$ cat config.mk
export PLATFORM = sky130hd
export DESIGN_NAME = hall_speed_meter
export DESIGN_NICKNAME = d
export VERILOG_FILES = /design/src/rtl/hall_speed_pkg.sv /design/src/rtl/hall_edge_sync.sv /design/src/rtl/half_period_timer.sv /design/src/rtl/stall_watch.sv /design/src/rtl/hall_speed_meter.sv
export SDC_FILE = /design/constraint.sdc
export NUM_CORES = 1
export LEC_CHECK = 0
export BUFFER_PORTS_ARGS = -buffer_cell sky130_fd_sc_hd__buf_2
export CAP_MARGIN = 40
export CELL_PAD_IN_SITES_DETAIL_PLACEMENT = 1
export CELL_PAD_IN_SITES_GLOBAL_PLACEMENT = 1
export CORE_AREA = 2 2 150 152
export DETAILED_ROUTE_END_ITERATION = 12
export DIE_AREA = 0 0 152 154
export PLACE_DENSITY = 0.86
export REMOVE_ABC_BUFFERS = 1
export SKIP_LAST_GASP = 1
export SLEW_MARGIN = 25
export SYNTH_ARGS = -nofsm -noshare
export SYNTH_HDL_FRONTEND = slang
export SYNTH_SLANG_ARGS = --single-unit
$ cat constraint.sdc
create_clock -name clk -period 7.1 [get_ports clk]
set_input_delay 1.065 -clock clk [delete_from_list [all_inputs] [get_ports clk]]
set_output_delay 1.065 -clock clk [all_outputs]
set_load 0.01 [all_outputs]
$ cat src/rtl/hall_speed_pkg.sv
package hall_speed_pkg;
  localparam int NUM_LINES = 3;

  function automatic int unsigned bits_for(input int unsigned value);
    return (value < 2) ? 1 : $clog2(value + 1);
  endfunction
endpackage

$ cat src/rtl/hall_edge_sync.sv
module hall_edge_sync #(
  parameter int SYNC_STAGES = 2
) (
  input  logic clk,
  input  logic rst_n,
  input  logic hall_in,
  output logic level_o,
  output logic edge_o
);
  logic [SYNC_STAGES-1:0] sync_q, sync_d;
  logic                   prev_q, prev_d;

  generate
    if (SYNC_STAGES == 1) begin : g_one
      always_comb sync_d = hall_in;
    end else begin : g_many
      always_comb sync_d = {sync_q[SYNC_STAGES-2:0], hall_in};
    end
  endgenerate

  always_comb prev_d = sync_q[SYNC_STAGES-1];

  always_ff @(posedge clk or negedge rst_n) begin
    if (!rst_n) begin
      sync_q <= '0;
      prev_q <= 1'b0;
    end else begin
      sync_q <= sync_d;
      prev_q <= prev_d;
    end
  end

  assign level_o = sync_q[SYNC_STAGES-1];
  assign edge_o  = sync_q[SYNC_STAGES-1] ^ prev_q;


  edge_is_change_chk: assert property (@(posedge clk) disable iff (!rst_n)
    edge_o |=> (prev_q == $past(level_o)));
endmodule

$ cat src/rtl/half_period_timer.sv
module half_period_timer #(
  parameter int CNT_W   = 16,
  parameter int CNT_MAX = 50000
) (
  input  logic             clk,
  input  logic             rst_n,
  input  logic             edge_i,
  output logic [CNT_W:0]   period_o,
  output logic             vld_o,
  output logic             zero_o
);
  localparam logic [CNT_W-1:0] SAT = CNT_W'(CNT_MAX);
  localparam logic [CNT_W-1:0] ONE = CNT_W'(1);

  logic [CNT_W-1:0] cnt_q, cnt_d;
  logic [CNT_W-1:0] cur_q, cur_d;
  logic [CNT_W-1:0] prev_q, prev_d;
  logic             vld_q, vld_d;

  always_comb begin
    cnt_d  = cnt_q;
    cur_d  = cur_q;
    prev_d = prev_q;
    vld_d  = 1'b0;
    if (edge_i) begin
      prev_d = cur_q;
      cur_d  = cnt_q;
      cnt_d  = ONE;
      vld_d  = (cnt_q != SAT) && (cur_q != SAT);
    end else if (cnt_q != SAT) begin
      cnt_d  = cnt_q + ONE;
    end
  end

  always_ff @(posedge clk or negedge rst_n) begin
    if (!rst_n) begin
      cnt_q  <= SAT;
      cur_q  <= SAT;
      prev_q <= SAT;
      vld_q  <= 1'b0;
    end else begin
      cnt_q  <= cnt_d;
      cur_q  <= cur_d;
      prev_q <= prev_d;
      vld_q  <= vld_d;
    end
  end

  assign zero_o   = (cnt_q == SAT) || (cur_q == SAT) || (prev_q == SAT);
  assign vld_o    = vld_q;
  assign period_o = zero_o ? '0 : ({1'b0, cur_q} + {1'b0, prev_q});


  cnt_range_chk: assert property (@(posedge clk) disable iff (!rst_n)
    (cnt_q != '0) && (cnt_q <= SAT));

  sat_hold_chk: assert property (@(posedge clk) disable iff (!rst_n)
    (cnt_q == SAT && !edge_i) |=> (cnt_q == SAT));

  cnt_restart_chk: assert property (@(posedge clk) disable iff (!rst_n)
    edge_i |=> (cnt_q == ONE));

  vld_fresh_chk: assert property (@(posedge clk) disable iff (!rst_n)
    vld_o |-> (!zero_o && period_o != '0));

  vld_single_chk: assert property (@(posedge clk) disable iff (!rst_n)
    vld_o |=> !vld_o);
endmodule

$ cat src/rtl/stall_watch.sv
module stall_watch #(
  parameter int STALL_LIMIT = 200000
) (
  input  logic clk,
  input  logic rst_n,
  input  logic any_edge_i,
  output logic fault_o
);
  localparam int SW = hall_speed_pkg::bits_for(STALL_LIMIT);
  localparam logic [SW-1:0] LAST = SW'(STALL_LIMIT - 1);

  logic [SW-1:0] quiet_q, quiet_d;
  logic          fault_q, fault_d;

  always_comb begin
    quiet_d = quiet_q;
    fault_d = fault_q;
    if (any_edge_i) begin
      quiet_d = '0;
    end else begin
      if (quiet_q == LAST) fault_d = 1'b1;
      else                 quiet_d = quiet_q + SW'(1);
    end
  end

  always_ff @(posedge clk or negedge rst_n) begin
    if (!rst_n) begin
      quiet_q <= '0;
      fault_q <= 1'b0;
    end else begin
      quiet_q <= quiet_d;
      fault_q <= fault_d;
    end
  end

  assign fault_o = fault_q;


  fault_sticky_chk: assert property (@(posedge clk) disable iff (!rst_n)
    fault_o |=> fault_o);

  fault_cause_chk: assert property (@(posedge clk) disable iff (!rst_n)
    $rose(fault_o) |-> ($past(quiet_q) == LAST && !$past(any_edge_i)));
endmodule

$ cat src/rtl/hall_speed_meter.sv
module hall_speed_meter #(
  parameter int CNT_W       = 16,
  parameter int CNT_MAX     = 50000,
  parameter int STALL_LIMIT = 200000,
  parameter int SYNC_STAGES = 2
) (
  input  logic             clk,
  input  logic             rst_n,
  input  logic             hall_a,
  input  logic             hall_b,
  input  logic             hall_c,
  output logic [CNT_W:0]   period_a,
  output logic [CNT_W:0]   period_b,
  output logic [CNT_W:0]   period_c,
  output logic [2:0]       period_vld,
  output logic [2:0]       zero_spd,
  output logic             stall_fault
);
  import hall_speed_pkg::*;

  logic [1:0] rst_pipe_q;
  logic       rst_int_n;

  always_ff @(posedge clk or negedge rst_n) begin
    if (!rst_n) rst_pipe_q <= 2'b00;
    else        rst_pipe_q <= {rst_pipe_q[0], 1'b1};
  end
  assign rst_int_n = rst_pipe_q[1];

  logic [NUM_LINES-1:0] hall_vec;
  logic [NUM_LINES-1:0] level_vec;
  logic [NUM_LINES-1:0] edge_vec;
  logic [CNT_W:0]       per_arr [NUM_LINES];

  assign hall_vec = {hall_c, hall_b, hall_a};

  for (genvar ln = 0; ln < NUM_LINES; ln++) begin : g_line
    hall_edge_sync #(.SYNC_STAGES(SYNC_STAGES)) u_sync (
      .clk     (clk),
      .rst_n   (rst_int_n),
      .hall_in (hall_vec[ln]),
      .level_o (level_vec[ln]),
      .edge_o  (edge_vec[ln])
    );
    half_period_timer #(.CNT_W(CNT_W), .CNT_MAX(CNT_MAX)) u_timer (
      .clk      (clk),
      .rst_n    (rst_int_n),
      .edge_i   (edge_vec[ln]),
      .period_o (per_arr[ln]),
      .vld_o    (period_vld[ln]),
      .zero_o   (zero_spd[ln])
    );
  end

  stall_watch #(.STALL_LIMIT(STALL_LIMIT)) u_stall (
    .clk        (clk),
    .rst_n      (rst_int_n),
    .any_edge_i (|edge_vec),
    .fault_o    (stall_fault)
  );

  assign period_a = per_arr[0];
  assign period_b = per_arr[1];
  assign period_c = per_arr[2];


  line_isolation_chk: assert property (@(posedge clk) disable iff (!rst_int_n)
    (edge_vec == 3'b001) |=> (period_vld[2:1] == 2'b00));
endmodule

==> run metrics <==
outcome finished clean; register area 4501 µm²; Post-synth ARST share 100.0%; reg2reg end u_stall.quiet_q[16]; Slew Limit Fails 0; EDFF count, synth 0; initial antenna violation count 0; Synth Register Bits 177; initial DRC count 417; TritonCTS sink count 177; Congestion Overflow GR 0; Initial Utilization 46.81%; final worst-path cycle share 56.09%; CP Max Fanout 4; Vias/cell 5.612; hold slack 0.2870 ns; xor and xnor area share after synthesis 6.372%; gpl congestion 0.7997; Die W 152 µm; Die Footprint 23410 µm²; CTS max path bufs 2; pwr dens 208.7 nW/µm²; simple logic cell fraction of the synthesized area 27.58%; Area after DPL 10790 µm²; Adder-Cell Fraction of Synth Area 7.370%; Required @ worst endpoint 6.03 ns; final WL 25.99 mm; Setup CP Type reg2out; R2R depth 4; DRT antenna net count 0; hold_buf cts 0; Slew @ Worst Pin 0.7705 ns; synth unique cells 65; # diodes 0; most common cell after layout, fill and taps aside nand2_1; Resize count post-CTS 0; IO Pins 63; slowest stage cell, crit path dfrtp_1; number of setup buffers added after CTS 0; Die Y 154 µm; max frequency 0.2511 GHz; reg-to-reg setup timing slack 4.94 ns; DRT Pass-1 Iters 4; CP Capture Type output pin; R2R Path Start g_line[2].u_sync.prev_q; # fillers 2598; Final min period 3.982 ns; post-synthesis mux area share 0.4314%; final setup skew 0.009636 ns; worst stage delay on the critical path 0.39 ns; largest net degree at the start of global routing 60; DR DRC count 0; Routed WL per cell 17.20 µm; Hold Path Class reg2async; sequential fraction of the synthesis area 44.29%; largest family of logic cells by synthesized area simple AND/OR/NAND/NOR gates; Synthesis Warnings 0; # setup viols final 0; commonest non-fill, non-tap cells in the layout 319 x nand2_1, 122 x dfrtp_1, 112 x nor2_1; Core Footprint 21690 µm²; Buffers on Ports 62; Main synth FF type dfrtp_1; Relative slew margins 48.49%; Mapped Area 10150 µm²; setup tns final 0 ns; CP startpoint kind register; cell taking the most area after synthesis dfrtp_1; via count of the first global-routing pass 8941; finished layout cell area 11380 µm²; nets@finish 1281; Max Cap Viol 0; Reg clk slew, reported paths 0.07 ns; crit path DAT 2.92 ns; CP startpoint g_line[2].u_timer.cur_q[0]; Mean Syn Cell Area 8.692 µm²; crit path cell chain ha_1 -> inv_1 -> fa_1 -> nor2b_1 -> o2111ai_1 -> nand3_1 -> a31o_1 -> nand4_1 -> a211oi_1 -> buf_2; post-synth top area share 30.32%; Skew-Pair Late Insertion Delay 0.43 ns; Gate Count Post-Synth 1168; Peak VDD IR 0.1875 mV; Critical Path End period_c[16]; Multi-input gate area 5418 µm²; first-pass GRT wire length 44.57 mm; Synth Area in Compound Gates 11.09%; RSZ-0062 raised after global routing no; layout cells sized above 1 15.11%; TritonCTS clock tree yes; CTS H-tree depth 4; root buf cell clkbuf_16; synthesis-to-layout area growth 12.10%; synth top area cells dfrtp_1 30%, dfstp_2 14%, nand2_1 12%, ha_1 6.8%, xor2_1 4.2%; total number of vias 8479; Tot Pwr 2376 µW; row cnt 54; total CTS buffers 17; Pleak 0.005527 µW; Final Hold Viols 0; Overall Global Routing Usage 22.90%; dpl hpwl 18.29 mm
==> synth_stat cells (5+ instances only) <==
| master | n |
|---|---|
| nor3_1 | 25 |
| or3_1 | 19 |
| nand4_1 | 29 |
| and4b_1 | 6 |
| nand2_1 | 319 |
| o211ai_1 | 6 |
| xor2_1 | 49 |
| nand2b_1 | 11 |
| dfstp_2 | 54 |
| inv_1 | 27 |
| dfrtp_1 | 123 |
| a21o_1 | 16 |
| clkbuf_1 | 28 |
| nor2_1 | 112 |
| and3_1 | 13 |
| and4_1 | 5 |
| nor4b_1 | 20 |
| nand3_1 | 24 |
| a211oi_1 | 15 |
| o21ai_0 | 49 |
| buf_4 | 7 |
| o21a_1 | 8 |
| a21oi_1 | 51 |
| xnor2_1 | 23 |
| ha_1 | 55 |
==> cells by family after synthesis <==
| kind of cell | Yosys count |
|---|---|
| flops | 177 |
| other cells | 1 |
| simple gates | 609 |
| fa+ha+maj | 58 |
| mux | 4 |
| compound gates | 178 |
| xor+xnor | 73 |
| buf+inv | 68 |
==> worst min path at each step <==
stage / from / end / slack (ns)
finish: rst_pipe_q[1] / g_line[1].u_timer.cnt_q[3] / 0.29
global route: rst_pipe_q[1] / g_line[1].u_timer.cnt_q[3] / 0.34
CTS: rst_pipe_q[1] / g_line[1].u_timer.cnt_q[3] / 0.31
detailed placement: rst_pipe_q[1] / g_line[1].u_timer.cnt_q[3] / 0.30
global placement: rst_pipe_q[1] / g_line[1].u_timer.cnt_q[3] / 0.30
floorplan: g_line[0].u_sync.sync_q[0] / g_line[0].u_sync.sync_q[1] / 0.33
==> power breakdown <==
group          switching, µW  internal, µW
logic                    206           121
clock network            426           510
registers               58.7          1050
total                    690          1690
==> final cells by class <==
type	instances	share of cell area, %
inverters	27	0.8905
well taps	280	3.078
multi-input cells	923	47.60
clock buffers	20	4.013
flip-flops and latches	177	39.54
repair buffers	72	3.771
clock inverters	12	1.099
==> per-stage QoR <==
stage | util (%) | setup slack (ns) | cells
2_1_floorplan | - | 1.897 | 1127
6_report | 52.47 | 3.118 | 1511
3_3_place_gp | 49.49 | 3.668 | 1476
5_1_grt | 52.47 | 2.884 | 1511
4_1_cts | 52.42 | 3.079 | 1510
3_5_place_dp | 49.74 | 3.570 | 1478
==> state kept, by name, indices dropped and copies added, names as in the netlist <==
name,count
g_line.u_sync.sync_q,6
g_line.u_sync.prev_q,3
g_line.u_timer.vld_o,3
u_stall.fault_o,1
rst_pipe_q,2
g_line.u_timer.prev_q,48
g_line.u_timer.cnt_q,48
g_line.u_timer.cur_q,48
u_stall.quiet_q,18
==> worst max-delay path: cells and delay by family, from the launching register on <==
kind	cells	cell delay [ns]
buf+inv	2	0.24
fa+ha+maj	2	0.58
compound gates	3	0.71
simple gates	3	0.56
flops	1	0.39
==> layer usage <==
layer,share of wire (%),global-route usage [%],routed length [µm],vias up
met5,0,0,0,-
met4,1.3,6.453,337,0
met3,1.6,2.847,410,24
met2,51,40.84,13160,90
met1,46,29.38,12080,4256
li1,-,-,-,4109
Power figures use the tool's default switching activity.
